<file path="src/rtl/mdio_cmd_bridge.sv">
`timescale 1ns/1ps
module mdio_cmd_bridge #(
  parameter int DIV = 4
) (
  input  logic        clk,
  input  logic        rst_n,
  input  logic        reg_we,
  input  logic        reg_sel,
  input  logic [15:0] reg_wdata,
  output logic [15:0] reg_rdata,
  input  logic        mdio_i,
  output logic        mdc,
  output logic        mdio_o,
  output logic        mdio_oe
);
  localparam int CW = (DIV > 1) ? $clog2(DIV) : 1;

  logic [14:0] cmd_q;
  logic        busy;
  logic        rd_q;
  logic [15:0] data_q;
  logic [63:0] tx_q;
  logic [15:0] rx_q;
  logic [5:0]  bit_q;
  logic [CW-1:0] div_q;
  logic        mdc_q;

  logic cmd_wr, data_wr, start_ok, tick, rise, fall;

  assign cmd_wr   = reg_we && !reg_sel && !busy;
  assign data_wr  = reg_we && reg_sel && !busy;
  assign start_ok = reg_wdata[15] && reg_wdata[12] && (reg_wdata[11] ^ reg_wdata[10]);
  assign tick     = busy && (div_q == CW'(DIV - 1));
  assign rise     = tick && !mdc_q;
  assign fall     = tick && mdc_q;

  assign reg_rdata = reg_sel ? data_q : {busy, cmd_q};
  assign mdc       = mdc_q;
  assign mdio_oe   = busy && (!rd_q || bit_q < 6'd46);
  assign mdio_o    = !busy || tx_q[63];

  always_ff @(posedge clk or negedge rst_n) begin
    if (!rst_n) begin
      cmd_q  <= '0;
      busy   <= 1'b0;
      rd_q   <= 1'b0;
      data_q <= '0;
      tx_q   <= '0;
      rx_q   <= '0;
      bit_q  <= '0;
      div_q  <= '0;
      mdc_q  <= 1'b0;
    end else begin
      if (cmd_wr) begin
        cmd_q <= reg_wdata[14:0];
        if (start_ok) begin
          busy  <= 1'b1;
          rd_q  <= reg_wdata[11];
          tx_q  <= {32'hFFFF_FFFF, 2'b01, reg_wdata[11:10], reg_wdata[9:5],
                    reg_wdata[4:0], 2'b10, data_q};
          bit_q <= '0;
          div_q <= '0;
          mdc_q <= 1'b0;
        end
      end
      if (data_wr) data_q <= reg_wdata;
      if (busy) begin
        div_q <= tick ? '0 : div_q + 1'b1;
        if (tick) mdc_q <= ~mdc_q;
        if (rise && rd_q && bit_q >= 6'd48) rx_q <= {rx_q[14:0], mdio_i};
        if (fall) begin
          if (bit_q == 6'd63) begin
            busy <= 1'b0;
            if (rd_q) data_q <= rx_q;
          end else begin
            bit_q <= bit_q + 1'b1;
            tx_q  <= {tx_q[62:0], 1'b0};
          end
        end
      end
    end
  end

  AST_IDLE_NO_CLOCK: assert property (@(posedge clk) disable iff (!rst_n) !busy |-> (!mdc && !mdio_oe));
  AST_MDIO_STABLE_AT_RISE: assert property (@(posedge clk) disable iff (!rst_n) $rose(mdc) |-> $stable(mdio_o));
  AST_DATA_HELD_BUSY: assert property (@(posedge clk) disable iff (!rst_n) ($past(busy) && busy) |-> $stable(data_q));
  AST_CMD_HELD_BUSY: assert property (@(posedge clk) disable iff (!rst_n) ($past(busy) && busy) |-> $stable(reg_rdata[14:0]) || reg_sel || $past(reg_sel));
  AST_BAD_CMD_IDLE: assert property (@(posedge clk) disable iff (!rst_n) (reg_we && !reg_sel && !busy && !start_ok) |=> !busy);
  AST_GOOD_CMD_BUSY: assert property (@(posedge clk) disable iff (!rst_n) (cmd_wr && start_ok) |=> reg_rdata[15] || reg_sel);
endmodule

</file>
<file path="config.mk">
export PLATFORM = sky130hd
export DESIGN_NAME = mdio_cmd_bridge
export DESIGN_NICKNAME = d
export VERILOG_FILES = /design/src/rtl/mdio_cmd_bridge.sv
export SDC_FILE = /design/constraint.sdc
export NUM_CORES = 1
export LEC_CHECK = 0
export ABC_AREA = 1
export BUFFER_PORTS_ARGS = -buffer_cell sky130_fd_sc_hd__buf_4
export CAP_MARGIN = 40
export CELL_PAD_IN_SITES_DETAIL_PLACEMENT = 1
export CELL_PAD_IN_SITES_GLOBAL_PLACEMENT = 2
export CORE_MARGIN = 3
export CORE_UTILIZATION = 39
export DETAILED_ROUTE_END_ITERATION = 16
export HOLD_SLACK_MARGIN = 0.02
export PLACE_DENSITY_LB_ADDON = 0.1
export SETUP_SLACK_MARGIN = 0.15
export SYNTH_ARGS = -nofsm -noshare
export SYNTH_HDL_FRONTEND = slang
export SYNTH_SLANG_ARGS = --single-unit
</file>
<file path="constraint.sdc">
create_clock -name clk -period 3 [get_ports clk]
set_clock_uncertainty 0.1 [all_clocks]
set_input_delay 0.15 -clock clk [delete_from_list [all_inputs] [get_ports clk]]
set_output_delay 0.15 -clock clk [all_outputs]
set_load 0.05 [all_outputs]
</file>
==> run_results.csv, run 1 <==
group,metric,value,unit
finish,area_delta_synth_final,18.2,%
flow_run,drv_cap,0,
routing,wire_per_inst,15.3,um
sta,maxSlewViolCount,0,
clocking,cts_hold_buf,17,
sta,fin_crit_sh,0.773,
routing,first_pass_iters,4,
finish,fin_area,6800,um^2
grt,grt_pass1_wl,25100,um
routing,route.detailed.vias_per_inst,4.87,
min_path,hold-path-cell-count,5,
finish,antennaDiodeCount,0,
grt,grt_use_total,0.197,
logic_synthesis,syn_area,5750,um^2
min_path,min-delay-path-class,"in -> reg",
worst_setup_path,cp.arrival,2.52,ns
power,ir_drop,0.389,mV
clocking,cts_max_level,4,
floorplanning,dieWidth,127,um
worst_setup_path,cp-end-kind,"register",
routing,drt_iter0_drc,198,
logic_synthesis,synth_seq_area_share,0.531,
sta,finalHoldViolCount,0,
grt,grt_pass1_vias,4983,
grt,grt_max_degree,54,
routing,vias,4641,
clocking,post_cts_resized,0,
place,dpl_cell_area,6080,um^2
run_status,status,"completed",
finish,layout.cells.most_common_list,"225 x nand2_1, 122 x dfrtp_1, 94 x inv_1",
floorplanning,initial_core_util,0.407,
place,gp_congestion,0.722,
worst_setup_path,critical_path_class,"reg -> reg",
place,io_buffers,39,
logic_synthesis,syn-instance-count,715,
logic_synthesis,synth_cell_type_count,31,
sta,setup_violations,0,
finish,drive_gt1_frac,0.120,
worst_setup_path,ff2ff_path_depth,8,
worst_setup_path,cp_max_fo,37,
routing,drtAntennaViolNets,0,
logic_synthesis,yosysWarnings,0,
sta,setup_tns,0,ns
routing,drc,0,
logic_synthesis,synth.avg_cell_area,8.05,um^2
place,dp_hpwl,9540,um
sta,fmax,0.431,GHz
floorplanning,ios,40,
sta,rsz0062_at_grt,"no",
logic_synthesis,synth_seq_cells,122,
sta,whs,0.0661,ns
routing,wl,14600,um
grt,antenna_found_initial,0,
sta,finalCriticalPeriod,2.32,ns
power,p_per_area,903,nW/um^2
floorplanning,dieArea,16200,um^2
logic_synthesis,syn-num-nets,738,
clocking,cts-root-buf,"clkbuf_16",
sta,slew_headroom,0.509,
floorplanning,core-area,14100,um^2
clocking,postCtsSetupBuffers,0,
worst_setup_path,critPathLaunchType,"register",
clocking,clkLatencyLatePin,0.42,ns
clocking,cts_made_buffers,17,
floorplanning,num_rows,43,
finish,layout_commonest_cell,"nand2_1",
clocking,cts_tree,"yes",
floorplanning,fp.dieH,127,um
clocking,path_clk_slew,0.05,ns
worst_setup_path,required,3.20,ns
grt,overflow,0,
sta,worst_pin_slew,0.737,ns
power,p_leak,3.33,nW
finish,nNetsFinal,786,
clocking,clockBufferDepth,2,
clocking,clkSinkCount,122,
[cell usage after synthesis (all sizes together)]
master / count / share of area
o21ai: 110 / 0.097
clkinv: 2 / 0.0017
inv: 95 / 0.062
a21oi: 15 / 0.013
o31ai: 1 / 0.0013
dfrtp: 122 / 0.53
nor2: 48 / 0.033
clkbuf: 11 / 0.0072
ha: 2 / 0.0043
nand2: 230 / 0.15
o22ai: 2 / 0.0022
nand3: 26 / 0.027
xnor2: 1 / 0.0015
nand4: 1 / 0.0011
buf: 25 / 0.040
xor2: 1 / 0.0015
or2: 22 / 0.024
nor3: 1 / 0.00087
[flip-flops by register name, indices dropped and copies added, names as in the netlist]
| register | flops |
|---|---|
| div_q | 2 |
| rx_q | 16 |
| data_q | 16 |
| busy | 1 |
| cmd_q | 15 |
| rd_q | 1 |
| mdc | 1 |
| bit_q | 6 |
| tx_q | 64 |
[layer usage]
metal | global-route usage | share of wire
met1 | 0.251 | 0.48
met2 | 0.325 | 0.48
met3 | 0.0523 | 0.025
met4 | 0.0662 | 0.017
met5 | 0 | 0
[metrics by stage]
stage / worst slack, ns / util / total power, W / std cells
after floorplan: 1.09 / - / 0.00376 / 715
after global placement: 0.726 / 0.430 / 0.00414 / 907
after detailed placement: 0.691 / 0.430 / 0.00424 / 907
after CTS: 0.644 / 0.481 / 0.00623 / 953
after global routing: 0.390 / 0.481 / 0.00662 / 953
final: 0.681 / 0.481 / 0.00614 / 953
[worst paths after layout]
kind / startpoint / to / slack [ns]
max in group asynchronous: rst_n / tx_q[14] / 1.69
max: bit_q[0] / tx_q[56] / 0.68
min: reg_wdata[15] / data_q[15] / 0.07
max reg2reg: bit_q[0] / tx_q[56] / 0.68
min reg2reg: tx_q[53] / tx_q[53] / 0.38
min in group asynchronous: rst_n / rx_q[14] / 0.24
[power by group]
group / internal, W / switching (W)
clock: 0.00123 / 0.000694
combinational: 0.000580 / 0.00105
sequential: 0.00223 / 0.000355
[cells by family after synthesis]
logic type	count (synthesis)	share of synthesized area
compound gates	128	0.114
buf+inv	133	0.110
flops	122	0.531
simple gates	328	0.238
fa+ha+maj	2	0.00435
xor+xnor	2	0.00304
[final cells by class]
class | instances | area, um^2
clock inverter | 2 | 35.0
sequential | 122 | 3050
tap | 180 | 225
timing repair buffer | 65 | 543
inverter | 97 | 367
clock buffer | 27 | 513
fill | 1712 | 7350
multi-input combinational | 460 | 2070
[critical path, cell delays in order, from the launching register on]
cell and delay (ns):
dfrtp_1 0.38, ha_1 0.23, nand2_2 0.07, nor2_2 0.16, nand2_2 0.09, nand2_2 0.29, nand2_2 0.45, o21ai_0 0.36
inv_1 0.06
Note: power is estimated with default switching activity, not from simulation.
==> run 2: changes to the inputs <==
--- a/config.mk
+++ b/config.mk
@@ -11,7 +11,7 @@
 export CELL_PAD_IN_SITES_DETAIL_PLACEMENT = 1
 export CELL_PAD_IN_SITES_GLOBAL_PLACEMENT = 2
 export CORE_MARGIN = 3
-export CORE_UTILIZATION = 39
+export CORE_UTILIZATION = 36
 export DETAILED_ROUTE_END_ITERATION = 16
 export HOLD_SLACK_MARGIN = 0.02
 export PLACE_DENSITY_LB_ADDON = 0.1
==> constraint.sdc (replaced) <==
create_clock -name clk -period 2.27 [get_ports clk]
set_clock_uncertainty 0.1 [all_clocks]
set_input_delay 0.1135 -clock clk [delete_from_list [all_inputs] [get_ports clk]]
set_output_delay 0.1135 -clock clk [all_outputs]
set_load 0.05 [all_outputs]
==> run 2 against run 1 <==
Compared with the run above: count of clock-buffer cells in the layout decreased by 10; sequential power is 32% higher; combinational power rose by 33%; cell count up 4.2%; highest routed layer unchanged; critical path type unchanged; first-iteration DRC count rose by 2.5%; design area rose by 2.0%; non-clock buffer count increased by 6; wire length increased by 3.2%.
==> run_results.csv, run 2 (same netlist as run 1, synthesis figures left out) <==
group,metric,value,unit
sta,setup_tns,0,ns
clocking,cts-root-buf,"clkbuf_16",
floorplanning,fp.dieH,132,um
routing,first_pass_iters,4,
clocking,clkLatencyLatePin,0.42,ns
worst_setup_path,required,2.47,ns
finish,antennaDiodeCount,0,
sta,maxSlewViolCount,0,
grt,antenna_found_initial,0,
routing,wl,15100,um
finish,nNetsFinal,792,
worst_setup_path,critical_path_class,"reg -> reg",
sta,setup_violations,0,
routing,drc,0,
floorplanning,core-area,15400,um^2
worst_setup_path,r2r-start,"div_q[0]",
routing,drt_iter0_drc,203,
worst_setup_path,ff2ff_path_depth,8,
clocking,path_clk_slew,0.06,ns
sta,finalHoldViolCount,0,
floorplanning,num_rows,45,
routing,wire_per_inst,15.2,um
sta,whs,0.0652,ns
finish,area_delta_synth_final,20.5,%
sta,rsz0062_at_grt,"no",
grt,grt_use_total,0.186,
place,io_buffers,39,
flow_run,drv_cap,0,
sta,slew_headroom,0.596,
worst_setup_path,path_cells,"ha_1 -> nand3_4 -> clkinv_2 -> nand2_2 -> buf_4 -> or2_2 -> o21ai_0 -> inv_1",
place,dpl_cell_area,6180,um^2
finish,fin_area,6940,um^2
min_path,min_to,"data_q[15]",
routing,drtAntennaViolNets,0,
floorplanning,initial_core_util,0.373,
grt,grt_pass1_vias,5078,
power,ir_drop,0.797,mV
place,place_ws,0.193,ns
worst_setup_path,critPathMaxStageDelay,0.37,ns
finish,drive_gt1_frac,0.137,
worst_setup_path,crit_path_top_delay_cell,"dfrtp_1",
place,dp_hpwl,9940,um
sta,setup_slack,0.320,ns
clocking,cts_max_level,4,
min_path,min-delay-path-class,"in -> reg",
finish,layout_commonest_cell,"nand2_1",
floorplanning,dieArea,17500,um^2
clocking,cts_tree,"yes",
finish,final.fill_count,1884,
finish,largestRegisters,"tx_q (64), data_q (16), rx_q (16)",
run_status,status,"completed",
place,gp_congestion,0.743,
grt,overflow,0,
floorplanning,ios,40,
min_path,hold-path-cell-count,5,
worst_setup_path,r2r_slack,0.32,ns
power,totalPowerFinal,0.00824,W
worst_setup_path,cp_max_fo,31,
sta,worst_pin_slew,0.605,ns
clocking,clkSinkCount,122,
grt,grt_pass1_wl,26200,um
grt,grt_max_degree,38,
sta,fin_crit_sh,0.859,
worst_setup_path,cp-end-kind,"register",
worst_setup_path,reg2reg_to,"tx_q[37]",
clocking,clockBufferDepth,2,
power,p_per_area,1190,nW/um^2
routing,vias,4670,
clocking,cts_made_buffers,17,
routing,route.detailed.vias_per_inst,4.70,
finish,layout.cells.most_common_list,"225 x nand2_1, 122 x dfrtp_1, 94 x inv_1",
min_path,holdCritStartpoint,"reg_wdata[15]",
floorplanning,dieWidth,132,um
sta,fmax,0.513,GHz
finish,regMostFlops,"tx_q",
worst_setup_path,cp.arrival,2.15,ns
power,p_leak,3.36,nW
worst_setup_path,critPathLaunchType,"register",
finish,largest_reg_flops,64,
sta,finalCriticalPeriod,1.95,ns
==> run 2: cell types whose count changed in the layout (fill, tap and decap cells not counted), sizes merged <==
cell | before | now
bufinv | 1 | 2
clkbuf | 27 | 17
buf | 48 | 54
inv | 95 | 96
clkinvlp | 0 | 5
clkinv | 3 | 9
==> run 2: how the worst max path moves through the flow <==
| stage | from | to | slack, ns |
|---|---|---|---|
| global placement | bit_q[0] | tx_q[36] | 0.30 |
| CTS | div_q[0] | tx_q[32] | 0.24 |
| floorplan | busy | reg_rdata[15] | 0.39 |
| detailed placement | bit_q[0] | tx_q[63] | 0.19 |
| finish | div_q[0] | tx_q[37] | 0.32 |
| global route | bit_q[0] | tx_q[37] | 0.18 |
==> run 2: worst max-delay path: cells and delay by family (launching register included) <==
kind / cells / cell delay, ns
AND/OR/NAND/NOR: 3 / 0.56
buffers and inverters: 3 / 0.44
flip-flops: 1 / 0.37
adder cells (fa/ha/maj): 1 / 0.26
AO/OA/AOI/OAI: 1 / 0.10
==> run 2: per-stage QoR <==
step / std cells / util
CTS: 993 / 0.449
global placement: 944 / 0.401
global route: 993 / 0.450
floorplan: 715 / -
finish: 993 / 0.450
detailed placement: 944 / 0.401
==> run 2: repair_timing <==
item / in CTS / in global routing
hold buffers: 17 / 0
setup buffers: 0 / 0
hold endpoints to repair: 123 / 0
setup endpoints to repair: 1 / 2
gates resized for setup: 1 / 2
==> run 2: power breakdown <==
group          internal (W)  switching (W)  total, W
clock               0.00161        0.00104   0.00266
combinational      0.000779        0.00138   0.00216
sequential          0.00294       0.000481   0.00343
total               0.00534        0.00291   0.00824
==> run 2: area by class of cell <==
type,count,area [um^2],share of cell area
clock inverter,15,153,0.0220
inverter,97,369,0.0532
tap,211,264,0.0381
multi-input combinational,460,2070,0.299
clock buffer,17,425,0.0613
timing repair buffer,71,601,0.0866
sequential,122,3050,0.440
==> run 2: per-layer routing <==
layer,global-route usage,part of all wire
met1,0.247,0.48
met5,0,0
met4,0.0497,0.0058
met3,0.0411,0.024
met2,0.311,0.49
